<file path="config.mk">
export PLATFORM = sky130hd
export DESIGN_NAME = tm_slew_top
export DESIGN_NICKNAME = d
export VERILOG_FILES = /design/src/rtl/tm_slew_pkg.sv /design/src/rtl/tm_phase_acc.sv /design/src/rtl/tm_ctrl_regs.sv /design/src/rtl/tm_delay_line.sv /design/src/rtl/tm_slew_top.sv
export SDC_FILE = /design/constraint.sdc
export NUM_CORES = 1
export LEC_CHECK = 0
export BUFFER_PORTS_ARGS = -buffer_cell sky130_fd_sc_hd__buf_4
export CAP_MARGIN = 20
export CORE_UTILIZATION = 52
export CTS_CLUSTER_SIZE = 28
export DETAILED_ROUTE_END_ITERATION = 8
export PLACE_DENSITY = 0.81
export RECOVER_POWER = 50
export SYNTH_ARGS = -nofsm -noshare
export SYNTH_HDL_FRONTEND = slang
export SYNTH_SLANG_ARGS = --single-unit
</file>
<file path="constraint.sdc">
create_clock -name clk_i -period 2.8 [get_ports clk_i]
set_input_delay 0.42 -clock clk_i [delete_from_list [all_inputs] [get_ports clk_i]]
set_output_delay 0.42 -clock clk_i [all_outputs]
set_load 0.02 [all_outputs]
</file>
<file path="src/rtl/tm_slew_pkg.sv">
`timescale 1ns/1ps
package tm_slew_pkg;
  localparam int PHASE_MOD = 7;
  localparam int PH_W      = $clog2(PHASE_MOD);
  localparam int CORR_W    = 3;
  localparam int EN_W      = 2;
  localparam int DATA_W    = CORR_W + EN_W;
  localparam int SUM_W     = ((PH_W > CORR_W) ? PH_W : CORR_W) + 1;

  typedef enum logic {
    ADDR_CFG  = 1'b0,
    ADDR_STAT = 1'b1
  } reg_addr_e;

  typedef struct packed {
    logic [EN_W-1:0]   en;
    logic [CORR_W-1:0] corr;
  } cfg_t;

  localparam int EN_STRETCH = 0;
  localparam int EN_IRQ     = 1;
  localparam int STAT_ADJ   = PH_W;
  localparam int STAT_IRQ   = PH_W + 1;
endpackage

</file>
<file path="src/rtl/tm_phase_acc.sv">
`timescale 1ns/1ps
module tm_phase_acc
  import tm_slew_pkg::*;
(
  input  logic              clk_i,
  input  logic              rst_ni,
  input  logic              tick_i,
  input  logic [CORR_W-1:0] corr_i,
  output logic [PH_W-1:0]   phase_o,
  output logic [PH_W-1:0]   phase_nxt_o,
  output logic              ovf_o
);
  logic [PH_W-1:0]  phase_q;
  logic [SUM_W-1:0] sum;
  logic             wrap;

  always_comb begin
    sum  = SUM_W'(phase_q) + SUM_W'(corr_i);
    wrap = (sum >= SUM_W'(PHASE_MOD));
    if (wrap) phase_nxt_o = PH_W'(sum - SUM_W'(PHASE_MOD));
    else      phase_nxt_o = PH_W'(sum);
  end

  assign ovf_o = tick_i & wrap;

  always_ff @(posedge clk_i or negedge rst_ni) begin
    if (!rst_ni)     phase_q <= '0;
    else if (tick_i) phase_q <= phase_nxt_o;
  end

  assign phase_o = phase_q;
endmodule

</file>
<file path="src/rtl/tm_ctrl_regs.sv">
`timescale 1ns/1ps
module tm_ctrl_regs
  import tm_slew_pkg::*;
(
  input  logic              clk_i,
  input  logic              rst_ni,
  input  logic              we_i,
  input  logic              addr_i,
  input  logic [DATA_W-1:0] wdata_i,
  input  logic              tick_i,
  input  logic              ovf_i,
  input  logic [PH_W-1:0]   phase_i,
  output cfg_t              cfg_o,
  output logic              stretch_o,
  output logic              adj_o,
  output logic              irq_o,
  output logic              clr_adj_o,
  output logic              clr_irq_o,
  output logic [DATA_W-1:0] rdata_o
);
  cfg_t cfg_q;
  logic stretch_q, adj_q, irq_q;
  logic wr_cfg, wr_stat, set_adj, set_irq;

  assign wr_cfg    = we_i & (reg_addr_e'(addr_i) == ADDR_CFG);
  assign wr_stat   = we_i & (reg_addr_e'(addr_i) == ADDR_STAT);
  assign clr_adj_o = wr_stat & wdata_i[STAT_ADJ];
  assign clr_irq_o = wr_stat & wdata_i[STAT_IRQ];
  assign set_adj   = ovf_i & cfg_q.en[EN_STRETCH];
  assign set_irq   = ovf_i & cfg_q.en[EN_IRQ];

  always_ff @(posedge clk_i or negedge rst_ni) begin
    if (!rst_ni)     cfg_q <= '0;
    else if (wr_cfg) cfg_q <= cfg_t'(wdata_i);
  end

  always_ff @(posedge clk_i or negedge rst_ni) begin
    if (!rst_ni)     stretch_q <= 1'b0;
    else if (tick_i) stretch_q <= set_adj;
  end

  // set has priority over a coincident clear
  always_ff @(posedge clk_i or negedge rst_ni) begin
    if (!rst_ni) begin
      adj_q <= 1'b0;
      irq_q <= 1'b0;
    end else begin
      if (set_adj)        adj_q <= 1'b1;
      else if (clr_adj_o) adj_q <= 1'b0;
      if (set_irq)        irq_q <= 1'b1;
      else if (clr_irq_o) irq_q <= 1'b0;
    end
  end

  always_comb begin
    if (reg_addr_e'(addr_i) == ADDR_CFG) rdata_o = cfg_q;
    else                                 rdata_o = {irq_q, adj_q, phase_i};
  end

  assign cfg_o     = cfg_q;
  assign stretch_o = stretch_q;
  assign adj_o     = adj_q;
  assign irq_o     = irq_q;
endmodule

</file>
<file path="src/rtl/tm_delay_line.sv">
`timescale 1ns/1ps
module tm_delay_line
  import tm_slew_pkg::*;
#(
  parameter int STAGES = PHASE_MOD
) (
  input  logic            clk_i,
  input  logic            rst_ni,
  input  logic            launch_i,
  input  logic [PH_W-1:0] sel_i,
  output logic            tm_o
);
  localparam int SEL_W = (STAGES > 1) ? $clog2(STAGES) : 1;

  logic [STAGES-1:0] stage_q;
  logic [PH_W-1:0]   sel_q;

  // whole delay path retimed on the falling edge
  always_ff @(negedge clk_i or negedge rst_ni) begin
    if (!rst_ni)       sel_q <= '0;
    else if (launch_i) sel_q <= sel_i;
  end

  always_ff @(negedge clk_i or negedge rst_ni) begin
    if (!rst_ni) stage_q[0] <= 1'b0;
    else         stage_q[0] <= launch_i;
  end

  for (genvar g = 1; g < STAGES; g++) begin : g_stage
    always_ff @(negedge clk_i or negedge rst_ni) begin
      if (!rst_ni) stage_q[g] <= 1'b0;
      else         stage_q[g] <= stage_q[g-1];
    end
  end

  assign tm_o = stage_q[SEL_W'(sel_q)];
endmodule

</file>
<file path="src/rtl/tm_slew_top.sv">
`timescale 1ns/1ps
module tm_slew_top
  import tm_slew_pkg::*;
(
  input  logic              clk_i,
  input  logic              rst_ni,
  input  logic              tick_i,
  input  logic              raw_tm_i,
  input  logic              we_i,
  input  logic              addr_i,
  input  logic [DATA_W-1:0] wdata_i,
  output logic [DATA_W-1:0] rdata_o,
  output logic              stretch_o,
  output logic              irq_o,
  output logic              tm_o
);
  cfg_t            cfg;
  logic [PH_W-1:0] phase, phase_nxt;
  logic            ovf, adj, clr_adj, clr_irq, launch;

  tm_phase_acc i_acc (
    .clk_i      (clk_i),
    .rst_ni     (rst_ni),
    .tick_i     (tick_i),
    .corr_i     (cfg.corr),
    .phase_o    (phase),
    .phase_nxt_o(phase_nxt),
    .ovf_o      (ovf)
  );

  tm_ctrl_regs i_regs (
    .clk_i    (clk_i),
    .rst_ni   (rst_ni),
    .we_i     (we_i),
    .addr_i   (addr_i),
    .wdata_i  (wdata_i),
    .tick_i   (tick_i),
    .ovf_i    (ovf),
    .phase_i  (phase),
    .cfg_o    (cfg),
    .stretch_o(stretch_o),
    .adj_o    (adj),
    .irq_o    (irq_o),
    .clr_adj_o(clr_adj),
    .clr_irq_o(clr_irq),
    .rdata_o  (rdata_o)
  );

  assign launch = tick_i & raw_tm_i;

  tm_delay_line #(.STAGES(PHASE_MOD)) i_dly (
    .clk_i   (clk_i),
    .rst_ni  (rst_ni),
    .launch_i(launch),
    .sel_i   (phase_nxt),
    .tm_o    (tm_o)
  );
endmodule

</file>
==> results of run 1 <==
metrics by stage:
stage | worst slack [ns] | setup TNS (ns) | hold slack, ns | utilization, % | std cells
after floorplan | -0.666 | -1.78 | 0.124 | - | 74
after global placement | -0.631 | -2.00 | 0.315 | 72.8 | 130
after detailed placement | -0.755 | -2.25 | 0.318 | 72.8 | 130
after CTS | -0.786 | -2.66 | 0.330 | 75.3 | 135
after global routing | -0.859 | -4.93 | 0.329 | 76.7 | 136
final | -0.769 | -2.72 | 0.329 | 76.7 | 136
synthesized netlist by cell type, drive strengths merged, types with 2 or more instances:
cell     n
mux2    12
dfrtp   11
dfrtn   10
a21oi    5
nand2    5
ha       4
inv      3
mux2i    3
nand3    3
nor2     3
clkbuf   2
o21ai    2
sequential cells by signal (all words and copies together), names as in the netlist:
register,flops
i_dly.stage_q,7
i_regs.cfg_o,5
i_acc.phase_o,3
i_dly.sel_q,3
i_regs.adj_o,1
i_regs.irq_o,1
i_regs.stretch_o,1
what timing repair did:
action / CTS / global route
pin swaps: 0 / 3
setup endpoints to repair: 4 / 4
gates resized for setup: 2 / 5
hold buffers: 1 / 0
setup buffers: 0 / 1
endpoints found under the hold margin: 11 / 0
routing by layer:
layer / part of all wire, % / vias up
met4: 0.72 / 0
met2: 55 / 20
met3: 3.8 / 2
li1: - / 343
met1: 41 / 350
met5: 0 / -
cell type report:
class,count,area share (%)
sequential,21,39.7
multi-input combinational,48,35.3
timing repair buffer,35,19.8
tap,25,2.36
clock buffer,4,1.98
inverter,3,0.851
cell families (layout without fill, tap and decap cells):
group                      count (synthesis)  count (layout)  synth area share (%)
muxes                                     16              16                  19.5
xor gates and xnor gates                   2               2                  1.82
buffers and inverters                      5              42                  1.95
and+or+nand+nor                           12              12                  5.34
DFF                                       21              21                  54.7
AOI/OAI and AO/OA                         13              13                  9.38
adders and majority gates                  5               5                  7.29
power groups by stage:
stage / registers (mW) / logic (mW) / clock network (mW)
final: 0.455 / 0.947 / 0.147
after global routing: 0.467 / 1.03 / 0.161
after CTS: 0.456 / 0.863 / 0.150
after detailed placement: 0.461 / 0.831 / 0
after global placement: 0.454 / 0.790 / 0
after floorplan: 0.466 / 0.463 / 0
layout by cell type (no fill, tap or decap), drive strengths merged, types with 2 or more instances in the layout:
cell,Yosys,routed
nor2,3,3
inv,3,3
ha,4,4
dfrtn,10,10
mux2,12,12
mux2i,3,3
a21oi,5,5
buf,0,31
clkbuf,2,7
nand2,5,5
dfrtp,11,11
nand3,3,3
o21ai,2,2
critical path, cell delays in order (launching register included):
cell and delay [ns]:
dfrtp_1 0.41, ha_2 0.20, fa_2 0.45, ha_4 0.19
a221oi_4 0.36, mux2i_1 0.30, a21oi_1 0.10
worst paths after layout:
path | start | endpoint | cells past startpoint
max reg2reg | i_acc.phase_o[0] | i_dly.sel_q[1] | 6
max in group asynchronous | rst_ni | i_dly.stage_q[6] | 2
min | i_dly.stage_q[3] | i_dly.stage_q[4] | 0
max | i_acc.phase_o[0] | i_dly.sel_q[1] | 6
min in group asynchronous | rst_ni | i_acc.phase_o[1] | 2
min reg2reg | i_dly.stage_q[3] | i_dly.stage_q[4] | 0
==> metrics.cfg, run 1 <==
[outcome]
violations = negative setup slack
status = finished, violations left

[logic_synthesis]
netlist_instances = 74
synth_edf_count = 0
syn_nets = 90
netlist.area_leader.share_pct = 28.6
mappedNetlistArea_um2 = 961
ys_types = 23
syn_avg_cell_area_um2 = 13.0
ys_seq_area_share_pct = 54.7
ys_ff_latch = 21
synth_top_area_cell = dfrtp_1
yosys_warnings = 0
async_reset_ff_share_pct = 100
synthTopCellsByArea = dfrtp_1 (29%), dfrtn_1 (26%), mux2_2 (14%), ha_1 (5.2%), mux2i_1 (3.1%)
synthFlopType = dfrtp_1

[grt]
grtUsageMet1_pct = 25.5
grt_util_met3_pct = 2.40
use_met2_pct = 42.9
grt_pass1_vias = 728
grt-ovfl-total = 0
grt_util_all_layers_pct = 23.2
grt_pass1_wl_um = 3220
top_usage_layer = met2
antenna_found_initial = 0
grt_max_degree = 22

[clock_network]
clock-sinks = 21
clockBufferDepth = 2
clkLatencyLatePin_ns = 0.30
cts_tree = built
cts_buffers = 3
cts-root-buf = clkbuf_4
path_clk_slew_ns = 0.11
htree_num_levels = 1

[detailed_routing]
routed_via_density = 5.26
drcViolationCount = 0
routed_wl_um = 1950
wire_per_inst_um = 14.3
dr.pass1.iters = 4
drt_iter0_markers = 5
ant_nets = 0
vias = 715

[pwr]
ir_drop_mv = 0.760
pwr-share-seq_pct = 29.4
combPwrFrac_pct = 61.2
p_sw_share_pct = 36.8
clockPowerShare_pct = 9.5
p_leak_nw = 0.619
power_switching_mw = 0.570
power_density_nw_per_um2 = 1170
finalPower_mw = 1.55
intPower_mw = 0.979

[floorplan]
ioPinCount = 19
die_area_um2 = 2020
num_rows = 15
core_area_um2 = 1730
fp.dieH_um = 45.0
initial_utilization_pct = 55.7
die_x_um = 45.0

[sta]
clock_skew_ns = 0.00583
slew_viol_final = 0
setup_viol = 4
max_slew_margin_pct = 28.0
fin_ws_ns = -0.769
hold_violations = 0
worstMarginPinSlew_ns = 1.08
rsz0062_at_grt = true

[placement]
place_congestion = 0.866
dpl.hpwl_um = 1520
io_buffers = 18
dpl_cell_area_um2 = 1260

[run]
drv_cap = 0

[worst_setup_path]
endpoint_kind = flip-flop
critPathRequiredTime_ns = 1.55
crit_arrival_ns = 2.32
rrSetupSlack_ns = -0.77
critPathMaxFanout = 3
critPathLaunchType = flip-flop
worstSetupPathType = reg -> reg

[layout]
final_nets = 128
antennaDiodeCount = 0
design_area_um2 = 1320
multiInputGateArea_um2 = 468
seq_area_um2 = 526
syn_to_final_growth_pct = 37.8
drive_above_1_share_pct = 48.6
fillers = 130

[min_path]
hold_class = reg -> reg

Power figures use the tool's default switching activity.
==> run 2, diff against run 1 <==
- CORE_MARGIN: not set -> 3
==> metrics.cfg, run 2 (same netlist as run 1, synthesis figures left out) <==
[clock_network]
cts-root-buf = clkbuf_4
cts_tree = built
clockBufferDepth = 2  ; unchanged
htree_num_levels = 1  ; unchanged
clkLatencyLatePin_ns = 0.30  ; about the same
cts_buffers = 3  ; unchanged
clock-sinks = 21  ; unchanged
path_clk_slew_ns = 0.12  ; about the same

[layout]
multiInputGateArea_um2 = 469  ; +0.27%
seq_area_um2 = 526  ; unchanged
fillers = 98  ; -25%
layout_common_cells = buf_4 (35), mux2_2 (12), dfrtp_1 (11), dfrtn_1 (10)
design_area_um2 = 1370  ; +3.1%
antennaDiodeCount = 0  ; unchanged
syn_to_final_growth_pct = 42.1
drive_above_1_share_pct = 51.3  ; +2.6 points
final_common_cell = buf_4
final_nets = 134  ; +4.7%
top_register = i_dly.stage_q
largest_reg_flops = 7  ; unchanged

[worst_setup_path]
critPathRequiredTime_ns = 1.55  ; about the same
critPathLaunchType = flip-flop
endpoint_kind = flip-flop
crit_arrival_ns = 2.26  ; -0.06 ns
worstSetupPathType = reg -> reg
cp.buffers_inverters = 0  ; unchanged
critPathMaxFanout = 3  ; unchanged
cp.depth = 6  ; unchanged
rrSetupSlack_ns = -0.71  ; +0.06 ns
slowest_stage = fa_2
path_cells = ha_2 > fa_2 > ha_4 > a221oi_4 > xnor2_1 > mux2_2
slowest_delay_ns = 0.46  ; about the same
cp_top_family = adder cells
reg2reg_depth = 6  ; unchanged

[sta]
clock_skew_ns = 0.00771  ; +0.00188 ns
setup_viol = 9  ; +5
fin_ws_ns = -0.712  ; +0.0569 ns
slew_viol_final = 0  ; unchanged
hold_violations = 0  ; unchanged
max_slew_margin_pct = 26.8  ; -1.3 points
rsz0062_at_grt = true
worstMarginPinSlew_ns = 1.10  ; +0.0189 ns

[floorplan]
die_x_um = 49.0  ; +8.9%
fp.dieH_um = 49.0  ; +8.9%
ioPinCount = 19  ; unchanged
die_area_um2 = 2400  ; +19%
num_rows = 14  ; -1
core_area_um2 = 1610  ; -6.7%
initial_utilization_pct = 59.6  ; +4.0 points

[min_path]
whs_path_depth = 0  ; unchanged
hold_class = reg -> reg

[detailed_routing]
routed_wl_um = 2060  ; +5.5%
wire_per_inst_um = 14.6  ; +1.7%
routed_via_density = 5.30  ; +0.91%
drt_iter0_markers = 2  ; -3
vias = 748  ; +4.6%
ant_nets = 0  ; unchanged
drcViolationCount = 0  ; unchanged
dr.pass1.iters = 4  ; unchanged

[outcome]
violations = negative setup slack
status = finished, violations left

[run]
drv_cap = 0  ; unchanged

[grt]
grt_max_degree = 22  ; unchanged
grt-ovfl-total = 0  ; unchanged
grt_pass1_vias = 870  ; +20%
grt_pass1_wl_um = 3780  ; +18%
antenna_found_initial = 0  ; unchanged
grt_util_all_layers_pct = 20.5  ; -2.6 points

[pwr]
p_leak_nw = 0.639  ; +3.2%
ir_drop_mv = 0.878  ; +15%
power_density_nw_per_um2 = 1240  ; +6.1%

[placement]
dpl_cell_area_um2 = 1270  ; +1.1%
dpl.hpwl_um = 1560  ; +2.6%
io_buffers = 18  ; unchanged
dp_slack_ns = -0.703  ; +0.0521 ns
place_congestion = 0.747  ; -14%

-- run 2: layer usage --
| layer | global-route usage (%) | part of all wire, % | vias up |
|---|---|---|---|
| li1 | - | - | 353 |
| met5 | 0 | 0 | - |
| met1 | 23.7 | 40 | 370 |
| met3 | 2.14 | 4.3 | 6 |
| met4 | 8.53 | 2.3 | 0 |
| met2 | 38.2 | 53 | 19 |
-- run 2: cell type report --
class,count,area share [%]
clock buffer,4,1.92
inverter,3,0.825
multi-input combinational,48,34.4
sequential,21,38.5
tap,24,2.20
timing repair buffer,41,22.2
-- run 2: final timing paths --
check,endpoint,from
setup / recovery,i_dly.sel_q[0],i_regs.cfg_o[0]
hold / removal,i_dly.stage_q[5],i_dly.stage_q[4]
setup reg to reg,i_dly.sel_q[0],i_regs.cfg_o[0]
hold reg to reg,i_dly.stage_q[5],i_dly.stage_q[4]
max in group asynchronous,i_dly.stage_q[6],rst_ni
min in group asynchronous,i_acc.phase_o[1],rst_ni
-- run 2: through the flow --
step	TNS [ns]	instances	utilization [%]	power, mW	hold WS, ns
2_1_floorplan	-1.78	74	-	0.930	0.124
3_3_place_gp	-1.96	131	78.8	1.28	0.316
3_5_place_dp	-2.19	131	78.8	1.32	0.318
4_1_cts	-2.45	139	83.7	1.64	0.324
5_1_grt	-5.32	141	84.7	1.81	0.336
6_report	-2.51	141	84.7	1.69	0.321
-- run 2: worst reg2reg max path, cell delays in order, from the launching register on --
cell	delay (ns)
dfrtp_1	0.41
ha_2	0.19
fa_2	0.46
ha_4	0.20
a221oi_4	0.31
xnor2_1	0.13
mux2_2	0.27
-- run 2: power breakdown --
group	leakage [nW]	internal (mW)	switching, mW
registers	0.255	0.388	0.0655
logic	0.369	0.640	0.456
clock network	0.0150	0.0555	0.0890
total	0.639	1.08	0.610
-- run 2: what timing repair did --
item	4_1_cts	5_1_grt
pin swaps	2	0
hold buffers	1	0
gates cloned	0	0
resized for setup	4	2
setup endpoints to repair	4	4
buffers inserted	3	2
hold endpoints to repair	11	0
==> run 3, diff against run 2 <==
- CORE_UTILIZATION: 52 -> 56
- PLACE_DENSITY: 0.81 -> 0.86
- clock period: 2.8 -> 4.5 ns (I/O delays scaled with it)
==> metrics.cfg, run 3 (same netlist as run 1, synthesis figures left out) <==
[sta]
worstMarginPinSlew_ns = 1.10  ; +0.00449 ns
timing.hold.ws_ns = 0.323  ; +0.00252 ns
max_slew_margin_pct = 26.5  ; -0.30 points
rsz0062_at_grt = true
clock_skew_ns = 0.00537  ; -0.00234 ns
hold_violations = 0  ; unchanged
slew_viol_final = 0  ; unchanged
fin_ws_ns = 0.0124  ; +0.724 ns
setup_viol = 0  ; -9

[min_path]
whs_path_depth = 0  ; unchanged
hp-start = i_dly.stage_q[5]
hold_class = reg -> reg
hold-path-endpoint = i_dly.stage_q[6]

[detailed_routing]
drt_iter0_markers = 2  ; unchanged
routed_wl_um = 1890  ; -8.1%
routed_via_density = 5.79  ; +9.1%
dr.pass1.iters = 3  ; -1
ant_nets = 0  ; unchanged
vias = 660  ; -12%
drcViolationCount = 0  ; unchanged
wire_per_inst_um = 16.6  ; +14%

[pwr]
ir_drop_mv = 0.446  ; -49%
pwr-share-seq_pct = 34.7  ; +7.9 points
clockPowerShare_pct = 10.8  ; +2.3 points
power_switching_mw = 0.320  ; -48%
intPower_mw = 0.505  ; -53%
p_sw_share_pct = 38.8  ; +2.8 points
p_leak_nw = 0.551  ; -14%
combPwrFrac_pct = 54.5  ; -10 points
power_density_nw_per_um2 = 698  ; -44%

[clock_network]
clock-sinks = 21  ; unchanged
cts_tree = built
path_clk_slew_ns = 0.08  ; -0.04 ns
cts-root-buf = clkbuf_4
htree_num_levels = 1  ; unchanged
clkLatencyLatePin_ns = 0.30  ; about the same
clockBufferDepth = 2  ; unchanged
cts_buffers = 3  ; unchanged

[placement]
dp_slack_ns = -0.0713  ; +0.632 ns
dpl.hpwl_um = 1370  ; -12%
io_buffers = 18  ; unchanged
place_congestion = 0.864  ; +16%

[grt]
grt_max_degree = 22  ; unchanged
grt_pass1_wl_um = 2840  ; -25%
grt-ovfl-total = 0  ; unchanged
grt_pass1_vias = 668  ; -23%
antenna_found_initial = 0  ; unchanged
grt_util_all_layers_pct = 18.7  ; -1.8 points

[layout]
final_nets = 115  ; -14%
largest_reg_flops = 7  ; unchanged
top_register = i_dly.stage_q
final_common_cell = buf_4
syn_to_final_growth_pct = 23.0
final_core_util_pct = 75.8  ; -8.9 points
drive_above_1_share_pct = 40.8  ; -10 points
layout_common_cells = buf_4 (18), mux2_2 (12), dfrtp_1 (11), dfrtn_1 (10)
antennaDiodeCount = 0  ; unchanged

[worst_setup_path]
critPathLaunchType = flip-flop
critPathMaxFanout = 2  ; -1
reg2reg_from = i_regs.cfg_o[0]
reg2reg_depth = 6  ; unchanged
endpoint_kind = output pin
crit_arrival_ns = 3.81  ; +1.55 ns
rrSetupSlack_ns = 0.03  ; +0.74 ns
worstSetupPathType = reg -> out
critPathRequiredTime_ns = 3.83  ; +2.28 ns
reg2reg_to = i_dly.sel_q[0]

[floorplan]
ioPinCount = 19  ; unchanged
num_rows = 14  ; unchanged
initial_utilization_pct = 61.6  ; +2.0 points
core_area_um2 = 1560  ; -3.3%
fp.dieH_um = 47.4  ; -3.2%
die_x_um = 47.4  ; -3.2%
die_area_um2 = 2250  ; -6.3%

[run]
drv_cap = 0  ; unchanged

[outcome]
status = complete, no violations

==> run 3: final cells by class <==
type | count | area, um^2
Sequential cell | 21 | 526
Multi-Input combinational cell | 48 | 440
Fill cell | 105 | 377
Timing Repair Buffer | 22 | 158
Clock buffer | 3 | 22.5
Tap cell | 16 | 20.0
Inverter | 3 | 11.3
Clock inverter | 1 | 5.00
==> run 3: power by group through the flow <==
stage / registers, mW / logic, mW / clock network [mW]
2_1_floorplan: 0.289 / 0.256 / 0
3_3_place_gp: 0.287 / 0.362 / 0
3_5_place_dp: 0.291 / 0.382 / 0
4_1_cts: 0.286 / 0.435 / 0.0934
5_1_grt: 0.293 / 0.483 / 0.104
6_report: 0.286 / 0.450 / 0.0892
==> run 3: routing by layer <==
layer / GRT usage (%) / wire [um] / part of all wire [%] / vias up
met1: 20.8 / 794 / 42 / 329
li1: - / - / - / 315
met2: 33.7 / 1020 / 54 / 16
met5: 0 / 0 / 0 / -
met4: 3.31 / 0 / 0 / 0
met3: 7.89 / 81 / 4.3 / 0
==> run 3: worst max-delay path by stage <==
stage,end,cells past startpoint,start
6_report,tm_o,3,i_dly.sel_q[0]
5_1_grt,tm_o,3,i_dly.sel_q[0]
2_1_floorplan,i_dly.sel_q[0],6,i_regs.cfg_o[0]
4_1_cts,tm_o,3,i_dly.sel_q[0]
3_5_place_dp,i_dly.sel_q[0],6,i_regs.cfg_o[0]
3_3_place_gp,i_dly.sel_q[0],6,i_regs.cfg_o[0]
==> run 3: repair_timing <==
item	in CTS	in global routing
buffers inserted	2	1
pin swaps	1	2
gates cloned	0	0
setup endpoints to repair	3	3
resized for setup	3	2
hold buffers	0	0
==> run 3: stage by stage <==
| step | power, mW | TNS [ns] | instance area (um^2) | cells |
|---|---|---|---|---|
| floorplan | 0.544 | 0 | 961 | 74 |
| global placement | 0.649 | 0 | 1120 | 107 |
| detailed placement | 0.674 | -0.109 | 1120 | 107 |
| CTS | 0.815 | -0.00147 | 1180 | 113 |
| global route | 0.880 | -0.0907 | 1180 | 114 |
| finish | 0.825 | 0 | 1180 | 114 |
==> run 3: critical path, cell delays in order (launching register included) <==
cell	delay [ns]
dfrtn_1	0.45
mux4_2	0.50
o21a_1	0.19
buf_6	0.13
